==> src/rtl/clock_evictor_pkg.sv <==
// Shared types for the clock victim selector.
package clock_evictor_pkg;
    // Sweep controller states.
    typedef enum logic {
        ST_IDLE  = 1'b0,
        ST_SWEEP = 1'b1
    } sweep_state_e;
endpackage

==> src/rtl/frame_mark_array.sv <==
// Holds one "recently used" mark per frame.
// Assumes: at most one clear per cycle (at the hand). A set from a touch or
// from a load always wins over a clear in the same cycle.
module frame_mark_array #(
    parameter int N_FRAMES = 8,
    localparam int IDX_W = (N_FRAMES > 1) ? $clog2(N_FRAMES) : 1
) (
    input  logic                clk,
    input  logic                rst_n,
    input  logic [N_FRAMES-1:0] touch,
    input  logic                clr_en,
    input  logic [IDX_W-1:0]    clr_idx,
    input  logic                load_en,
    input  logic [IDX_W-1:0]    load_idx,
    output logic [N_FRAMES-1:0] marks
);
    for (genvar g = 0; g < N_FRAMES; g++) begin : g_frame
        logic set_hit;
        logic clr_hit;

        // Decode whether this frame is set or cleared this cycle.
        always_comb begin
            set_hit = touch[g] | (load_en && (load_idx == IDX_W'(g)));
            clr_hit = clr_en && (clr_idx == IDX_W'(g));
        end

        // Update the mark, with set taking priority over clear.
        always_ff @(posedge clk) begin
            if (!rst_n)       marks[g] <= 1'b0;
            else if (set_hit) marks[g] <= 1'b1;
            else if (clr_hit) marks[g] <= 1'b0;
        end
    end
endmodule

==> src/rtl/hand_ring.sv <==
// Hand pointer that walks the ring of frames one step per enabled cycle.
// Assumes: a step is requested at most once per clock.
module hand_ring #(
    parameter int N_FRAMES = 8,
    localparam int IDX_W = (N_FRAMES > 1) ? $clog2(N_FRAMES) : 1
) (
    input  logic             clk,
    input  logic             rst_n,
    input  logic             step_en,
    output logic [IDX_W-1:0] hand
);
    localparam logic [IDX_W-1:0] LAST = IDX_W'(N_FRAMES - 1);

    // Advance the hand with a wrap back to frame 0.
    always_ff @(posedge clk) begin
        if (!rst_n)       hand <= '0;
        else if (step_en) hand <= (hand == LAST) ? '0 : hand + 1'b1;
    end
endmodule

==> src/rtl/sweep_ctrl.sv <==
// Sweep controller: accepts a request when idle and inspects one frame per
// cycle. It clears set marks and records the first clear frame as the victim.
// Assumes: cur_mark is the mark of the frame under the hand in this cycle.
module sweep_ctrl
    import clock_evictor_pkg::*;
#(
    parameter int N_FRAMES = 8,
    localparam int IDX_W = (N_FRAMES > 1) ? $clog2(N_FRAMES) : 1
) (
    input  logic             clk,
    input  logic             rst_n,
    input  logic             evict_req,
    input  logic             cur_mark,
    input  logic [IDX_W-1:0] hand,
    output logic             inspect,
    output logic             clr_en,
    output logic             busy,
    output logic             done,
    output logic [IDX_W-1:0] victim
);
    sweep_state_e state;
    logic         pick;

    // Decide whether a frame is inspected this cycle and what happens to it.
    always_comb begin
        inspect = (state == ST_SWEEP) || evict_req;
        clr_en  = inspect && cur_mark;
        pick    = inspect && !cur_mark;
        busy    = (state == ST_SWEEP);
    end

    // State register: stay in the sweep until a clear mark is found.
    always_ff @(posedge clk) begin
        if (!rst_n)      state <= ST_IDLE;
        else if (pick)   state <= ST_IDLE;
        else if (clr_en) state <= ST_SWEEP;
    end

    // Register the done strobe and the chosen frame.
    always_ff @(posedge clk) begin
        if (!rst_n) begin
            done   <= 1'b0;
            victim <= '0;
        end else begin
            done <= pick;
            if (pick) victim <= hand;
        end
    end
endmodule

==> src/rtl/clock_evictor.sv <==
// Top of the clock victim selector: wires together the marks, the hand and
// the sweep controller.
// Assumes: load_done refers to the frame most recently shown on victim_idx.
module clock_evictor #(
    parameter int N_FRAMES = 8,
    localparam int IDX_W = (N_FRAMES > 1) ? $clog2(N_FRAMES) : 1
) (
    input  logic                clk,
    input  logic                rst_n,
    input  logic [N_FRAMES-1:0] ref_pulse,
    input  logic                evict_req,
    input  logic                load_done,
    output logic [IDX_W-1:0]    victim_idx,
    output logic                evict_done,
    output logic [IDX_W-1:0]    hand_pos
);
    logic [N_FRAMES-1:0] ref_bits;
    logic                cur_mark;
    logic                inspect;
    logic                clr_en;
    logic                busy;

    // Select the mark under the hand.
    always_comb cur_mark = ref_bits[hand_pos];

    frame_mark_array #(.N_FRAMES(N_FRAMES)) u_marks (
        .clk      (clk),
        .rst_n    (rst_n),
        .touch    (ref_pulse),
        .clr_en   (clr_en),
        .clr_idx  (hand_pos),
        .load_en  (load_done),
        .load_idx (victim_idx),
        .marks    (ref_bits)
    );

    hand_ring #(.N_FRAMES(N_FRAMES)) u_hand (
        .clk     (clk),
        .rst_n   (rst_n),
        .step_en (inspect),
        .hand    (hand_pos)
    );

    sweep_ctrl #(.N_FRAMES(N_FRAMES)) u_ctrl (
        .clk       (clk),
        .rst_n     (rst_n),
        .evict_req (evict_req),
        .cur_mark  (cur_mark),
        .hand      (hand_pos),
        .inspect   (inspect),
        .clr_en    (clr_en),
        .busy      (busy),
        .done      (evict_done),
        .victim    (victim_idx)
    );
endmodule

==> config.mk <==
export PLATFORM = sky130hd
export DESIGN_NAME = clock_evictor
export DESIGN_NICKNAME = d
export VERILOG_FILES = /design/src/rtl/clock_evictor_pkg.sv /design/src/rtl/frame_mark_array.sv /design/src/rtl/hand_ring.sv /design/src/rtl/sweep_ctrl.sv /design/src/rtl/clock_evictor.sv
export SDC_FILE = /design/constraint.sdc
export NUM_CORES = 1
export LEC_CHECK = 0
export ABC_AREA = 0
export CAP_MARGIN = 20
export CELL_PAD_IN_SITES_DETAIL_PLACEMENT = 1
export CELL_PAD_IN_SITES_GLOBAL_PLACEMENT = 1
export CORE_MARGIN = 3
export CORE_UTILIZATION = 39
export CTS_CLUSTER_SIZE = 28
export DETAILED_ROUTE_END_ITERATION = 7
export HOLD_SLACK_MARGIN = 0.06
export PLACE_DENSITY_LB_ADDON = 0.1
export SYNTH_ARGS = -nofsm -noshare
export SYNTH_HDL_FRONTEND = slang
export SYNTH_SLANG_ARGS = --single-unit
==> constraint.sdc <==
create_clock -name clk -period 4.5 [get_ports clk]
set_clock_uncertainty 0.2 [all_clocks]
set_input_delay 0.45 -clock clk [delete_from_list [all_inputs] [get_ports clk]]
set_output_delay 0.45 -clock clk [all_outputs]
set_load 0.01 [all_outputs]
==> results of run 1 <==
[kinds of logic after synthesis]
kind of cell	synth area share, %
adder cells (fa/ha/maj)	8.52
AO/OA/AOI/OAI	27.3
multiplexers	7.95
buffers and inverters	5.68
flip-flops	36.4
AND/OR/NAND/NOR	14.2
[per-stage QoR]
stage                     hold WS [ns]  area (µm²)  total power [mW]
after global placement           0.257        1070             0.246
after CTS                        0.274        1110             0.349
after floorplan                  0.242         881             0.216
final                            0.275        1110             0.346
after detailed placement         0.260        1070             0.249
after global routing             0.295        1110             0.368
[sequential cells by signal (all words and copies together) (netlist names)]
register       flops
u_hand.hand        3
u_ctrl.busy        1
u_ctrl.done        1
u_marks.marks      8
u_ctrl.victim      3
[power groups by stage]
stage               Sequential [mW]  Clock [mW]  Combinational [mW]
floorplan                     0.165           0              0.0509
global placement              0.169           0              0.0775
detailed placement            0.170           0              0.0789
CTS                           0.167       0.103              0.0796
global route                  0.168       0.110              0.0898
finish                        0.167      0.0994              0.0795
[cell type report]
type	count	area share (%)
Multi-Input combinational cell	74	46.1
Sequential cell	16	28.9
Clock buffer	4	3.28
Tap cell	27	3.05
Timing Repair Buffer	18	16.3
Inverter	7	2.37
[layout by cell type (no fill, tap or decap), types with 4 or more instances in the layout]
master           synthesis  layout
inv_1                    7       7
a21oi_1                 11      11
mux2i_1                  7       7
clkdlybuf4s50_1          0      18
a31oi_1                  4       4
nand2_1                 10      10
ha_1                     6       6
nor2b_1                  5       5
dfxtp_1                 16      16
a41oi_1                  4       4
nor2_1                   6       6
[path summary, 6_finish.rpt]
| check | start | to | slack, ns | cells past startpoint |
|---|---|---|---|---|
| min reg2reg | u_marks.marks[4] | u_marks.marks[4] | 0.27 | 2 |
| max | u_hand.hand[0] | hand_pos[0] | 2.24 | 1 |
| max reg2reg | u_hand.hand[0] | u_ctrl.victim[0] | 2.43 | 4 |
| min | u_marks.marks[4] | u_marks.marks[4] | 0.27 | 2 |
[metal layers]
metal / GRT usage (%) / vias to the layer above
met5: 0 / -
met4: 7.66 / 0
met3: 3.66 / 2
met2: 34.9 / 19
met1: 25.9 / 371
li1: - / 409
==> impl_metrics.env, run 1 <==
export IMPL_num_nets_final=138
export IMPL_antenna_found_initial=0
export IMPL_p_per_area_nw_per_um2=312
export IMPL_dr_max_layer_used="met4"
export IMPL_synth_top_cell_by_area="dfxtp_1"
export IMPL_post_route_util_pct=54.2
export IMPL_start_kind="register"
export IMPL_core_um2=2040
export IMPL_cp_end_kind="output port"
export IMPL_seq_power_share_pct=48.2
export IMPL_irDropWorstVdd_mv=0.194
export IMPL_fp_row_count=16
export IMPL_drive_gt1_share_pct=5.88
export IMPL_clock_path_buffers=2
export IMPL_min_path_type="register to register"
export IMPL_yosys_warnings=0
export IMPL_fill_cells=268
export IMPL_vias=801
export IMPL_switching_share_pct=30.0
export IMPL_finalWirelength_um=2410
export IMPL_fin_cells=146
export IMPL_synth_cells_most_frequent="dfxtp_1, a21oi_1, nand2_1"
export IMPL_multiInputGateArea_um2=510
export IMPL_p_clk_share_pct=28.8
export IMPL_synth_area_leaders="dfxtp_1, ha_1, mux2i_1"
export IMPL_clock_sinks=16
export IMPL_p_switching_uw=104
export IMPL_synth_top_area_share_pct=36.4
export IMPL_rsz0062_at_grt="no"
export IMPL_dp_slack_ns=2.38
export IMPL_die_y_um=53.5
export IMPL_drc=0
export IMPL_grt_pass1_vias=903
export IMPL_clkTransAtPathRegs_ns=0.10
export IMPL_ant_nets=0
export IMPL_crit_arrival_ns=1.61
export IMPL_gp_congestion=0.774
export IMPL_cts_setup_buffers=0
export IMPL_async_flop_share_pct=0
export IMPL_grt_first_pass_wirelength_um=4230
export IMPL_tightest_slew_ns=0.630
export IMPL_cts_root_buf="clkbuf_4"
export IMPL_period_minus_slack_ns=2.26
export IMPL_cts_htree_levels=1
export IMPL_timing_final_ws_setup_ns=2.24
export IMPL_drt_initial_drc_count=10
export IMPL_dp_hpwl_um=1870
export IMPL_synth_area_um2=881
export IMPL_cts_made_buffers=3
export IMPL_viasPerCell=5.49
export IMPL_dp_cells=142
export IMPL_synth_edff_count=0
export IMPL_hold_violations=0
export IMPL_seqCellArea_um2=320
export IMPL_status="completed"
export IMPL_post_drt_wl_per_cell_um=16.5
export IMPL_ys_types=24
export IMPL_clk_latency_ns=0.30
export IMPL_slew_violations=0
export IMPL_met1_length_um=1170
export IMPL_leakage_nw=0.435
export IMPL_wl_met2_um=1130
export IMPL_synth_area_per_cell_um2=8.72
export IMPL_synth_seq_area_share_pct=36.4
export IMPL_numPortBuffers=18
export IMPL_tns_ns=0
export IMPL_ys_flop_type="dfxtp_1"
export IMPL_yosys_register_bits=16
export IMPL_yosysMostFrequentCell="dfxtp_1"
export IMPL_synth_fp_nets=119
export IMPL_max_stage_delay_ns=0.67
export IMPL_tritoncts="yes"
export IMPL_worstSetupPathType="register to output port"
export IMPL_grt_max_degree=13
export IMPL_maxCapViolCount=0
export IMPL_crit_chain="clkdlybuf4s50_1"
export IMPL_grt_ovfl_total=0
export IMPL_cpLargestDelayFamily="flip-flops"
export IMPL_postSynthCellCount=101
export IMPL_internal_power_uw=242
export IMPL_firstDrtPassIters=4
export IMPL_slowest_stage="dfxtp_1"
export IMPL_cp_max_fo=11
export IMPL_fmax_mhz=442
export IMPL_n_antenna_cell=0
export IMPL_relSlewSlack_pct=57.8
export IMPL_combPwrFrac_pct=23.0
export IMPL_cts_hold_buf=0
export IMPL_required_ns=3.85
export IMPL_wl_met3_um=74
export IMPL_cts_resized_gates=0
export IMPL_crit_buf_inv=1
export IMPL_initial_core_util_pct=43.1
export IMPL_gr_usage_all_layers_pct=20.7
export IMPL_die_area_um2=2860
export IMPL_finalSetupViolCount=0
export IMPL_syn_to_final_growth_pct=25.7
export IMPL_ioPinCount=19
export IMPL_final_period_utilization_pct=50.2
export IMPL_dieWidth_um=53.5
(Power assumes the default switching activity.)
==> run 2: changes to the inputs <==
- CORE_UTILIZATION: 39 -> 36
- clock period: 4.5 -> 2.1 ns (I/O delays scaled with it)
==> impl_metrics.env, run 2 (same netlist as run 1, synthesis figures left out) <==
export IMPL_vias=853
export IMPL_post_drt_wl_per_cell_um=15.9
export IMPL_cts_setup_buffers=0
export IMPL_fmax_mhz=524
export IMPL_finalWirelength_um=2430
export IMPL_cts_made_buffers=3
export IMPL_drc=0
export IMPL_ioPinCount=19
export IMPL_gr_usage_all_layers_pct=17.1
export IMPL_slowest_stage="clkdlybuf4s50_1"
export IMPL_drt_initial_drc_count=30
export IMPL_cpLargestDelayFamily="buffers and inverters"
export IMPL_grt_max_degree=13
export IMPL_clock_path_buffers=2
export IMPL_p_per_area_nw_per_um2=651
export IMPL_tns_ns=0
export IMPL_layout_common_cells="clkdlybuf4s50_1, dfxtp_1, a21oi_1"
export IMPL_internal_power_uw=529
export IMPL_cts_resized_gates=0
export IMPL_hold_violations=0
export IMPL_firstDrtPassIters=4
export IMPL_syn_to_final_growth_pct=31.0
export IMPL_finalSetupViolCount=0
export IMPL_fp_row_count=17
export IMPL_cts_root_buf="clkbuf_4"
export IMPL_fin_total_pwr_uw=751
export IMPL_clock_sinks=16
export IMPL_crit_buf_inv=1
export IMPL_ant_nets=0
export IMPL_required_ns=1.69
export IMPL_maxCapViolCount=0
export IMPL_clkTransAtPathRegs_ns=0.11
export IMPL_post_route_util_pct=50.7
export IMPL_initial_core_util_pct=38.7
export IMPL_relSlewSlack_pct=72.9
export IMPL_drive_gt1_share_pct=10.4
export IMPL_start_kind="register"
export IMPL_slew_violations=0
export IMPL_largest_reg_flops=8
export IMPL_clk_latency_ns=0.30
export IMPL_min_path_type="register to register"
export IMPL_antenna_found_initial=0
export IMPL_n_antenna_cell=0
export IMPL_final_period_utilization_pct=90.9
export IMPL_largestRegisters="u_marks.marks (8), u_ctrl.victim (3), u_hand.hand (3)"
export IMPL_cp_max_fo=12
export IMPL_num_nets_final=144
export IMPL_wl_met3_um=91
export IMPL_rsz0062_at_grt="no"
export IMPL_seq_power_share_pct=46.5
export IMPL_crit_arrival_ns=1.50
export IMPL_met1_length_um=1170
export IMPL_p_clk_share_pct=28.1
export IMPL_cp_end_kind="output port"
export IMPL_final_common_cell="clkdlybuf4s50_1"
export IMPL_fill_cells=270
export IMPL_dieWidth_um=55.5
export IMPL_max_stage_delay_ns=0.62
export IMPL_dp_hpwl_um=1860
export IMPL_numPortBuffers=18
export IMPL_worstSetupPathType="register to output port"
export IMPL_tritoncts="yes"
export IMPL_cts_htree_levels=1
export IMPL_die_y_um=55.5
export IMPL_grt_first_pass_wirelength_um=4190
export IMPL_combPwrFrac_pct=25.4
export IMPL_grt_pass1_vias=871
export IMPL_die_area_um2=3080
export IMPL_period_minus_slack_ns=1.91
export IMPL_wl_met2_um=1150
export IMPL_switching_share_pct=29.6
export IMPL_whs_ns=0.274
export IMPL_crit_chain="clkdlybuf4s50_1"
export IMPL_core_um2=2280
export IMPL_grt_ovfl_total=0
export IMPL_p_switching_uw=223
export IMPL_viasPerCell=5.58
export IMPL_status="completed"
export IMPL_gp_congestion=0.789
export IMPL_irDropWorstVdd_mv=0.508
export IMPL_largest_register="u_marks.marks"
export IMPL_cts_hold_buf=0
export IMPL_tightest_slew_ns=0.406
export IMPL_dr_max_layer_used="met4"
export IMPL_leakage_nw=0.464
==> run 2: cell types whose count changed in the layout (fill, tap and decap cells not counted), sizes merged <==
cell and delta:
buf +6
==> run 2: metal layers <==
metal  GRT usage [%]  vias to the layer above
li1                -                      421
met1            23.8                      410
met2            26.7                       20
met3            2.80                        2
met4            5.21                        0
met5               0                        -
==> run 2: through the flow <==
step                      worst slack (ns)  cell area, µm²  std cells
after detailed placement             0.274            1120        149
after CTS                            0.185            1150        153
after floorplan                      0.418             881        101
final                                0.191            1150        153
after global routing                 0.104            1150        153
after global placement               0.302            1120        149
==> run 2: final cells by class <==
type                    instances  area, µm²  area share [%]
flip-flops and latches         16        320            27.8
repair buffers                 24        225            19.5
well taps                      28       35.0            3.04
multi-input cells              74        510            44.3
inverters                       7       26.3            2.28
clock buffers                   4       36.3            3.15
==> run 2: worst paths after layout <==
kind	startpoint	endpoint	slack, ns	cells past startpoint
worst max-delay path	u_hand.hand[2]	hand_pos[2]	0.19	1
worst min-delay path	u_marks.marks[4]	u_marks.marks[4]	0.27	2
worst max register to register	u_hand.hand[0]	u_ctrl.victim[1]	0.26	5
worst min register to register	u_marks.marks[4]	u_marks.marks[4]	0.27	2
==> run 2: power by group through the flow <==
stage	logic, mW	clock network (mW)	registers, mW
floorplan	0.109	0	0.354
global placement	0.186	0	0.354
detailed placement	0.190	0	0.356
CTS	0.192	0.218	0.349
global route	0.210	0.231	0.354
finish	0.191	0.211	0.349
==> run 2: worst min-delay path: stages (launching register included) <==
cell,delay (ns)
dfxtp_1,0.32
o41ai_1,0.05
a21oi_1,0.06
==> run 3: changes to the inputs <==
- CORE_MARGIN: 3 -> unset
- SLEW_MARGIN: unset -> 40
==> impl_metrics.env, run 3 (same netlist as run 1, synthesis figures left out) <==
export IMPL_grt_pass1_vias=879
export IMPL_irDropWorstVdd_mv=0.471
export IMPL_maxCapViolCount=0
export IMPL_wl_met3_um=109
export IMPL_status="completed"
export IMPL_numPortBuffers=18
export IMPL_dp_slack_ns=0.265
export IMPL_final_period_utilization_pct=89.6
export IMPL_tightest_slew_ns=0.356
export IMPL_viasPerCell=5.61
export IMPL_die_y_um=51.5
export IMPL_gr_usage_all_layers_pct=20.9
export IMPL_hold_violations=0
export IMPL_largest_register="u_marks.marks"
export IMPL_cp_max_fo=12
export IMPL_drc=0
export IMPL_final_common_cell="clkdlybuf4s50_1"
export IMPL_post_drt_wl_per_cell_um=15.6
export IMPL_cts_setup_buffers=0
export IMPL_required_ns=1.69
export IMPL_clk_latency_ns=0.30
export IMPL_finalWirelength_um=2400
export IMPL_grt_first_pass_wirelength_um=3990
export IMPL_slowest_stage="clkdlybuf4s50_1"
export IMPL_fmax_mhz=532
export IMPL_gp_congestion=0.858
export IMPL_num_nets_final=145
export IMPL_ioPinCount=19
export IMPL_clock_path_buffers=2
export IMPL_dp_hpwl_um=1870
export IMPL_die_area_um2=2650
export IMPL_worstSetupPathType="register to output port"
export IMPL_period_minus_slack_ns=1.88
export IMPL_largestRegisters="u_marks.marks (8), u_ctrl.victim (3), u_hand.hand (3)"
export IMPL_cts_hold_buf=0
export IMPL_crit_chain="clkdlybuf4s50_1"
export IMPL_rsz0062_at_grt="no"
export IMPL_grt_ovfl_total=0
export IMPL_slew_violations=0
export IMPL_crit_buf_inv=1
export IMPL_dr_max_layer_used="met4"
export IMPL_fin_total_pwr_uw=756
export IMPL_ant_nets=0
export IMPL_min_path_type="register to register"
export IMPL_timing_final_ws_setup_ns=0.219
export IMPL_cts_root_buf="clkbuf_4"
export IMPL_whs_ns=0.277
export IMPL_leakage_nw=0.469
export IMPL_antenna_found_initial=0
export IMPL_start_kind="register"
export IMPL_drive_gt1_share_pct=11.1
export IMPL_cp_end_kind="output port"
export IMPL_post_route_util_pct=51.5
export IMPL_met1_length_um=1130
export IMPL_cts_resized_gates=0
export IMPL_largest_reg_flops=8
export IMPL_initial_core_util_pct=39.1
export IMPL_syn_to_final_growth_pct=31.8
export IMPL_drt_initial_drc_count=11
export IMPL_p_per_area_nw_per_um2=651
export IMPL_clock_sinks=16
export IMPL_fp_row_count=17
export IMPL_dieWidth_um=51.5
export IMPL_n_antenna_cell=0
export IMPL_finalSetupViolCount=0
export IMPL_tns_ns=0
export IMPL_grt_max_degree=13
export IMPL_relSlewSlack_pct=75.9
export IMPL_layout_common_cells="clkdlybuf4s50_1, dfxtp_1, a21oi_1"
export IMPL_core_um2=2250
export IMPL_cts_htree_levels=1
export IMPL_cts_made_buffers=3
export IMPL_firstDrtPassIters=4
export IMPL_tritoncts="yes"
export IMPL_vias=864
export IMPL_crit_arrival_ns=1.47
export IMPL_max_stage_delay_ns=0.61
export IMPL_clkTransAtPathRegs_ns=0.10
export IMPL_cpLargestDelayFamily="buffers and inverters"
export IMPL_wl_met2_um=1160
==> run 3: area by class of cell <==
type | count | area, µm²
clock buffer | 4 | 36.3
fill | 279 | 1090
inverter | 7 | 26.3
multi-input combinational | 74 | 510
sequential | 16 | 320
tap | 28 | 35.0
timing repair buffer | 25 | 233
==> run 3: metal layers <==
layer  track usage (%)  vias up
met5                 0        -
met3              6.55        3
met4              4.05        0
met2              34.6       14
li1                  -      416
met1              26.5      431
==> run 3: worst paths after layout <==
path,slack (ns),cells past startpoint,endpoint,from
setup reg to reg,0.28,5,u_ctrl.victim[0],u_hand.hand[0]
hold reg to reg,0.28,2,u_marks.marks[7],u_marks.marks[7]
hold / removal,0.28,2,u_marks.marks[7],u_marks.marks[7]
setup / recovery,0.22,1,hand_pos[2],u_hand.hand[2]
==> run 3: stage by stage <==
step | std cells | cell area [µm²]
after floorplan | 101 | 881
after global placement | 150 | 1120
after detailed placement | 150 | 1120
after CTS | 154 | 1160
after global routing | 154 | 1160
final | 154 | 1160
==> run 3: report_power, final <==
part,switching (mW),internal (mW)
Clock,0.109,0.106
Sequential,0.0226,0.327
Combinational,0.0943,0.0976
Total,0.225,0.530
